`src/rtl/pin_irq_pkg.sv`:
```
package pin_irq_pkg;

    // Position of the mode field inside a pin control word.
    localparam int MODE_LSB = 16;
    localparam int MODE_W   = 4;

    typedef enum logic [3:0] {
        MODE_OFF     = 4'h0,
        MODE_LOW     = 4'h8,
        MODE_RISE    = 4'h9,
        MODE_FALL    = 4'hA,
        MODE_ANY     = 4'hB,
        MODE_HIGH    = 4'hC
    } det_mode_e;

    // Detection rule for one pin: current level against the previous cycle's level.
    function automatic logic det_hit(input logic [3:0] mode, input logic cur, input logic prev);
        logic hit;
        case (mode)
            MODE_LOW:  hit = !cur;
            MODE_HIGH: hit = cur;
            MODE_RISE: hit = cur && !prev;
            MODE_FALL: hit = !cur && prev;
            MODE_ANY:  hit = cur ^ prev;
            default:   hit = 1'b0;
        endcase
        return hit;
    endfunction

endpackage

```
`src/rtl/pin_mode_regs.sv`:
```
module pin_mode_regs #(
    parameter int NPIN  = 32,
    parameter int IDX_W = (NPIN > 1) ? $clog2(NPIN) : 1
) (
    input  logic                  clk,
    input  logic                  rst_n,
    input  logic                  wr_en,
    input  logic [IDX_W-1:0]      wr_idx,
    input  logic [3:0]            wr_mode,
    output logic [NPIN-1:0][3:0]  mode_o
);

    typedef struct packed {
        logic [NPIN-1:0][3:0] mode;
    } regs_t;

    regs_t st_d, st_q;

    always_comb begin
        st_d = st_q;
        if (wr_en) begin
            st_d.mode[wr_idx] = wr_mode;
        end
    end

    always_ff @(posedge clk or negedge rst_n) begin
        if (!rst_n) begin
            st_q <= '0;
        end else begin
            st_q <= st_d;
        end
    end

    assign mode_o = st_q.mode;

endmodule

```
`src/rtl/pin_edge_detect.sv`:
```
module pin_edge_detect #(
    parameter int NPIN = 32
) (
    input  logic                  clk,
    input  logic                  rst_n,
    input  logic [NPIN-1:0]       pin_lvl,
    input  logic [NPIN-1:0][3:0]  mode_i,
    output logic [NPIN-1:0]       event_o
);
    import pin_irq_pkg::*;

    typedef struct packed {
        logic [NPIN-1:0] prev;
    } hist_t;

    hist_t st_d, st_q;

    always_comb begin
        st_d      = st_q;
        st_d.prev = pin_lvl;
    end

    always_ff @(posedge clk or negedge rst_n) begin
        if (!rst_n) begin
            st_q <= '0;
        end else begin
            st_q <= st_d;
        end
    end

    for (genvar g = 0; g < NPIN; g++) begin : g_pin
        assign event_o[g] = det_hit(mode_i[g], pin_lvl[g], st_q.prev[g]);
    end

endmodule

```
`src/rtl/irq_flag_bank.sv`:
```
module irq_flag_bank #(
    parameter int NPIN = 32
) (
    input  logic            clk,
    input  logic            rst_n,
    input  logic [NPIN-1:0] event_i,
    input  logic [NPIN-1:0] clr_i,
    output logic [NPIN-1:0] flag_o,
    output logic            irq_o
);

    typedef struct packed {
        logic [NPIN-1:0] flag;
        logic            irq;
    } bank_t;

    bank_t st_d, st_q;

    always_comb begin
        st_d = st_q;
        // Clear first, then set: a same-cycle event survives the clear.
        st_d.flag = (st_q.flag & ~clr_i) | event_i;
        st_d.irq  = |st_q.flag;
    end

    always_ff @(posedge clk or negedge rst_n) begin
        if (!rst_n) begin
            st_q <= '0;
        end else begin
            st_q <= st_d;
        end
    end

    assign flag_o = st_q.flag;
    assign irq_o  = st_q.irq;

endmodule

```
`src/rtl/pin_irq_detect.sv`:
```
module pin_irq_detect #(
    parameter int                NPIN     = 32,
    parameter int                ADDR_W   = 8,
    parameter logic [ADDR_W-1:0] STAT_ADR = 8'hA0
) (
    input  logic              clk,
    input  logic              rst_n,
    input  logic [NPIN-1:0]   pin_lvl,
    input  logic [ADDR_W-1:0] bus_addr,
    input  logic              bus_wen,
    input  logic [31:0]       bus_wdata,
    output logic [31:0]       bus_rdata,
    output logic              irq_o
);
    import pin_irq_pkg::*;

    localparam int IDX_W  = (NPIN > 1) ? $clog2(NPIN) : 1;
    localparam int WORD_W = ADDR_W - 2;

    logic [WORD_W-1:0]      word_idx;
    logic                   ctrl_hit;
    logic                   stat_hit;
    logic [IDX_W-1:0]       pin_idx;
    logic [NPIN-1:0][3:0]   mode_vec;
    logic [NPIN-1:0]        pin_event;
    logic [NPIN-1:0]        flag_vec;
    logic [NPIN-1:0]        clr_vec;

    assign word_idx = bus_addr[ADDR_W-1:2];
    assign pin_idx  = word_idx[IDX_W-1:0];
    assign ctrl_hit = (bus_addr[1:0] == 2'b00) && (int'(word_idx) < NPIN);
    assign stat_hit = (bus_addr == STAT_ADR);
    assign clr_vec  = (bus_wen && stat_hit) ? bus_wdata[NPIN-1:0] : '0;

    pin_mode_regs #(.NPIN(NPIN), .IDX_W(IDX_W)) u_modes (
        .clk     (clk),
        .rst_n   (rst_n),
        .wr_en   (bus_wen && ctrl_hit),
        .wr_idx  (pin_idx),
        .wr_mode (bus_wdata[MODE_LSB +: MODE_W]),
        .mode_o  (mode_vec)
    );

    pin_edge_detect #(.NPIN(NPIN)) u_detect (
        .clk     (clk),
        .rst_n   (rst_n),
        .pin_lvl (pin_lvl),
        .mode_i  (mode_vec),
        .event_o (pin_event)
    );

    irq_flag_bank #(.NPIN(NPIN)) u_flags (
        .clk     (clk),
        .rst_n   (rst_n),
        .event_i (pin_event),
        .clr_i   (clr_vec),
        .flag_o  (flag_vec),
        .irq_o   (irq_o)
    );

    always_comb begin
        bus_rdata = '0;
        if (ctrl_hit) begin
            bus_rdata[MODE_LSB +: MODE_W] = mode_vec[pin_idx];
        end else if (stat_hit) begin
            bus_rdata[NPIN-1:0] = flag_vec;
        end
    end

endmodule

```
`config.mk`:
```
export PLATFORM = sky130hd
export DESIGN_NAME = pin_irq_detect
export DESIGN_NICKNAME = d
export VERILOG_FILES = /design/src/rtl/pin_irq_pkg.sv /design/src/rtl/pin_mode_regs.sv /design/src/rtl/pin_edge_detect.sv /design/src/rtl/irq_flag_bank.sv /design/src/rtl/pin_irq_detect.sv
export SDC_FILE = /design/constraint.sdc
export NUM_CORES = 1
export LEC_CHECK = 0
export BUFFER_PORTS_ARGS = -buffer_cell sky130_fd_sc_hd__buf_2
export CORE_MARGIN = 3
export CORE_UTILIZATION = 45
export CTS_CLUSTER_DIAMETER = 120
export DETAILED_ROUTE_END_ITERATION = 7
export PLACE_DENSITY = 0.75
export SKIP_CTS_REPAIR_TIMING = 1
export SYNTH_ARGS = -nofsm -noshare
export SYNTH_HDL_FRONTEND = slang
export SYNTH_HIERARCHICAL = 1
export SYNTH_SLANG_ARGS = --single-unit
export TNS_END_PERCENT = 10
```
`constraint.sdc`:
```
create_clock -name clk -period 2.9 [get_ports clk]
set_clock_uncertainty 0.2 [all_clocks]
set_input_delay 0.58 -clock clk [delete_from_list [all_inputs] [get_ports clk]]
set_output_delay 0.58 -clock clk [all_outputs]
set_load 0.03 [all_outputs]
```
# After elaboration in Yosys (flattened, before gate mapping)

Index checks and enable logic that the tools add are counted.
W data, S select, Z words.

$lt $le $gt $ge: 3
Equal/unequal tests: 161
Mux-type cells: 42
Bitwise gates (word level): 35
Reductions and logical operators: 134

Operator list:

| kind                 | number |
|---|---|
| $eq A4 B4 Y1 const B | 160 |
| $pmux W1 S5          | 32 |
| $bwmux W128          | 1 |
| $logic_and A1 B1 Y1  | 68 |
| $logic_not A1 Y1     | 64 |
| $mux W32             | 2 |
| $and A32 B32 Y32     | 1 |
| $not A32 Y32         | 1 |
| $or A32 B32 Y32      | 1 |
| $reduce_or A32 Y1    | 1 |
| $xor A1 B1 Y1        | 32 |
| $bmux W4 S5          | 1 |
| $demux W4 S5         | 1 |
| $mux W16             | 1 |
| $mux W12             | 1 |
| $mux W4              | 3 |
| $eq A8 B8 Y1 const B | 1 |
| $lt A5 B6 Y1 const B | 1 |
| $lt A6 B6 Y1 const B | 1 |
| $ge A5 B1 Y1 const B | 1 |
| $logic_not A2 Y1     | 1 |

Register bits after elaboration: 193
Input port bits: 75
Output and inout port bits: 33
Logic and storage cells: 410

# Depth between registers and ports, before layout

Depth after elaboration: 6
Mapped depth: 9
Depth with buffers taken out: 6

# Modules after synthesis

Netlist, hierarchy kept.

By module, submodules not included:

| module          | times used | cells each | area an instance (sq um) | seq. area each (sq um) |
|---|---|---|---|---|
| pin_mode_regs   | 1          | 316        | 4971.0                   | 3203.1 |
| pin_edge_detect | 1          | 454        | 3651.0                   | 800.8 |
| pin_irq_detect  | 1          | 191        | 1632.8                   | 0.0 |
| irq_flag_bank   | 1          | 108        | 1262.5                   | 825.8 |

# Least setup slack after synthesis

OpenSTA, ideal clock, no wires.

Path kind: input port to output port
From: input port bus_addr[2]
To: output port bus_rdata[19]
Data arrival time: 2.207 ns
Required time: 2.120 ns
Path slack: -0.087 ns
Cell stages on the path: 8
Path through: buf_6 buf_6 buf_6 buf_4 mux2i_1 o22ai_1 o41ai_1 o21ai_0

Longest elaborated chain between the ends: 3
Elaborated cells on any way between the ends: 7
Classes of those cells: 1 x order compare; 1 x eq/ne; 4 x mux; 1 x reduce/logical

RTL lines:

| what                                                  | RTL line             | text |
|---|---|---|
| from (decl)                                           | pin_irq_detect.sv:9  | `input logic [ADDR_W-1:0] bus_addr,` |
| $bmux W4 S5 (tied with other cells)                   | pin_irq_detect.sv:64 | `bus_rdata[MODE_LSB +: MODE_W] = mode_vec[pin_idx];` |
| $mux W4 (not written as such) (tied with other cells) | pin_irq_detect.sv:64 |  |
| $mux W4 (*)                                           | pin_irq_detect.sv:63 | `if (ctrl_hit) begin` |
| to (decl)                                             | pin_irq_detect.sv:12 | `output logic [31:0] bus_rdata,` |

Every way passes the cells marked *; elsewhere a longest branch is shown, timed or not. The select of a mux whose other input is x is not followed.

# Worst setup path after layout

From: register u_modes.st_q (netlist bit u_modes/mode_o[93])
To: output port bus_rdata[17]

Longest elaborated chain between the ends: 3

RTL lines:

| what                          | RTL line             | text |
|---|---|---|
| from (decl)                   | pin_mode_regs.sv:17  | `regs_t st_d, st_q;` |
| from (signal assigned)        | pin_mode_regs.sv:30  | `st_q <= st_d;` |
| $bmux W4 S5                   | pin_irq_detect.sv:64 |  |
| $mux W4 (not written as such) | pin_irq_detect.sv:64 |  |
| $mux W4                       | pin_irq_detect.sv:63 |  |

No other way between the ends. The select of a mux whose other input is x is not followed.

==> metrics.md <==
| Metric | Value |
|---|---|
| Outcome | finished, violations left |
| Failing checks | setup timing |
| Final wirelength | 30380 um |
| VDD IR-drop max | 0.3455 mV |
| Via count | 8679 |
| Synth async-reset ratio | 100.0% |
| Share of layout cells above drive strength 1 | 32.41% |
| TritonCTS buffer count | 17 |
| Syn Inst Count | 1069 |
| DPL Wire Length | 22130 um |
| Max Cap Violations | 0 |
| Worst Tran Pin Value | 0.6812 ns |
| Starting DRT DRC Count | 724 |
| Post-Layout Inst Area | 0.01374 mm2 |
| Number of flops mapped to enable cells by yosys | 0 |
| Clock Path Buffers | 2 |
| Hold Path Class | in2reg |
| Slew HR | 54.58% |
| CP arrival | 2.39 ns |
| Worst-Skew Late Latency | 0.43 ns |
| CP required | 2.12 ns |
| Yosys warnings | 6 |
| Final Cycle Share | 109.4% |
| Chip width | 166.0 um |
| Pin count of the biggest net entering global routing | 80 |
| Leak | 6.866 nW |
| Syn Area/Cell | 10.77 um2 |
| Core footprint | 0.02475 mm2 |
| DIE AREA | 0.02755 mm2 |
| Power Density | 490.3 mW/mm2 |
| Worst setup SP type | register |
| Critical Path Fanout Max | 3 |
| Clock sink total | 193 |
| Commonest non-fill, non-tap cell in the layout | dfrtp_1 |
| Min Clock Period, post-route | 3.173 ns |
| Setup TNS after final layout | -2.338 ns |
| DR pass1 iterations | 5 |
| Sequential area share after synthesis | 41.93% |
| Final setup vio count | 32 |
| Grt ovf | 0 |
| Vias in the first global route | 8695 |
| Post-synth net total | 1208 |
| Highest Clock Rate | 0.3151 GHz |
| Post-route ant nets | 0 |
| CP Capture Type | primary output |
| Hold Vio Cnt, Final | 0 |
| Synth top area cells | dfrtp_1, mux2_2, ha_1 |
| Port bufs | 107 |
| Setup WS pre-CTS | -0.2824 ns |
| RSZ-0062 raised after global routing | yes |
| Final net count | 1360 |
| H-tree depth | 4 |
| DP Area | 0.01268 mm2 |
| Die Height | 166.0 um |
| Row count | 57 |
| Drt drc | 0 |
| First-pass GRT wire length | 48050 um |
| Layout area overhead | 19.26% |
| Hold slack | 0.09307 ns |
| CTS tree | yes |
| Cell variety after synth | 56 |
| Mapped Area | 0.01152 mm2 |
| I/O pin cnt | 108 |
| Setup CP Type | reg2out |
| Post-Place Cells | 1507 |
| Clock transition at path regs | 0.07 ns |
| Slew Viols, Final | 0 |
| Post-synth top area cell | dfrtp_1 |
| Via/cell ratio | 5.567 |
| WL per Instance | 19.49 um |
| Placer Congestion | 0.9156 |
| Top FF cell, synth | dfrtp_1 |
| Final WS setup | -0.2733 ns |
| GRT Overall Usage | 21.72% |
| Synth Register Bits | 193 |
| CTS root buffer | clkbuf_16 |
| Initial antenna violation count | 1 |
| Final non-filler cell total | 1559 |
| Most frequent cells in the layout | dfrtp_1, inv_1, mux2_2, buf_2, ha_1 |
| Share of the synthesized area in the top cell type | 41.93% |
| Starting density of the core | 46.54% |
## power by group
| group | internal, mW | leakage [nW] | total, mW | switching, mW |
|---|---|---|---|---|
| logic | 0.471 | 4.07 | 0.903 | 0.432 |
| clock network | 1.38 | 0.289 | 2.48 | 1.10 |
| registers | 2.98 | 2.51 | 3.36 | 0.371 |
| total | 4.83 | 6.87 | 6.74 | 1.90 |
## path summary, 6_finish.rpt
check / from / endpoint / slack (ns) / depth (start not counted)
worst max-delay path: u_modes/mode_o[93] / bus_rdata[17] / -0.27 / 6
max in group asynchronous: rst_n / u_modes/mode_o[25] / 1.23 / 3
min in group asynchronous: rst_n / u_modes/mode_o[68] / 0.53 / 2
worst min-delay path: pin_lvl[30] / u_detect/st_q[30] / 0.09 / 1
worst min register to register: u_flags/flag_o[24] / u_flags/flag_o[24] / 0.31 / 1
worst max register to register: u_flags/flag_o[29] / u_flags/irq_o / 0.82 / 3
## worst max-delay path: stages (launching register included)
cell	delay [ns]
dfrtp_1	0.45
mux4_2	0.51
mux2_4	0.29
a2111o_1	0.38
o211ai_2	0.08
nand2_2	0.10
buf_6	0.15
## routing by layer
metal / GRT usage, % / wire length, um
met2: 35.51 / 14620
met5: 0 / 0
met1: 28.52 / 12900
met4: 7.197 / 990
met3: 5.332 / 1872
## through the flow
step	total power, mW	util (%)
4_1_cts	6.724	53.71
3_5_place_dp	4.246	51.25
2_1_floorplan	3.781	-
6_report	6.735	55.50
5_1_grt	7.036	55.50
3_3_place_gp	4.209	51.25
## cell type report
| type | count | area, um2 |
|---|---|---|
| Antenna cell | 1 | 2.502 |
| Clock buffer | 18 | 429.2 |
| Clock inverter | 14 | 178.9 |
| Fill cell | 2041 | 11010 |
| Inverter | 157 | 589.3 |
| Multi-Input combinational cell | 684 | 5992 |
| Sequential cell | 193 | 4850 |
| Tap cell | 324 | 405.4 |
| Timing Repair Buffer | 168 | 1289 |
## sequential cells by signal, summed over array words and instances (netlist names)
| register | cells |
|---|---|
| u_modes/mode_o | 128 |
| u_detect/st_q | 32 |
| u_flags/irq_o | 1 |
| u_flags/flag_o | 32 |
## cells in the mapped netlist, types with 2 or more instances
cell type  instances
dfrtp_1          193
inv_1            157
mux2_2           126
ha_1              64
nor2_1            57
mux2i_1           53
nand2_1           46
and3_1            34
a21o_1            31
and2_1            29
nand3b_1          29
a32o_1            26
xor2_1            26
o21ai_1           24
clkbuf_1          23
nand3_1           18
nor2b_1           16
mux4_2            15
nand4_1            9
nor4_1             8
buf_2              7
o2111ai_1          7
o21ai_0            6
o22ai_1            6
xnor2_1            6
buf_6              4
mux2_1             4
mux4_1             4
and4bb_2           3
nand2b_1           3
nand4b_1           3
nor3_1             3
or3_4              3
a22o_1             2
o221ai_1           2
o22a_1             2
## kinds of logic after synthesis
logic type | synth area share (%)
compound gates | 7.724
buf+inv | 6.627
xor+xnor | 2.433
flops | 41.93
fa+ha+maj | 6.953
simple gates | 13.17
mux | 21.16
Power figures use the tool's default switching activity.
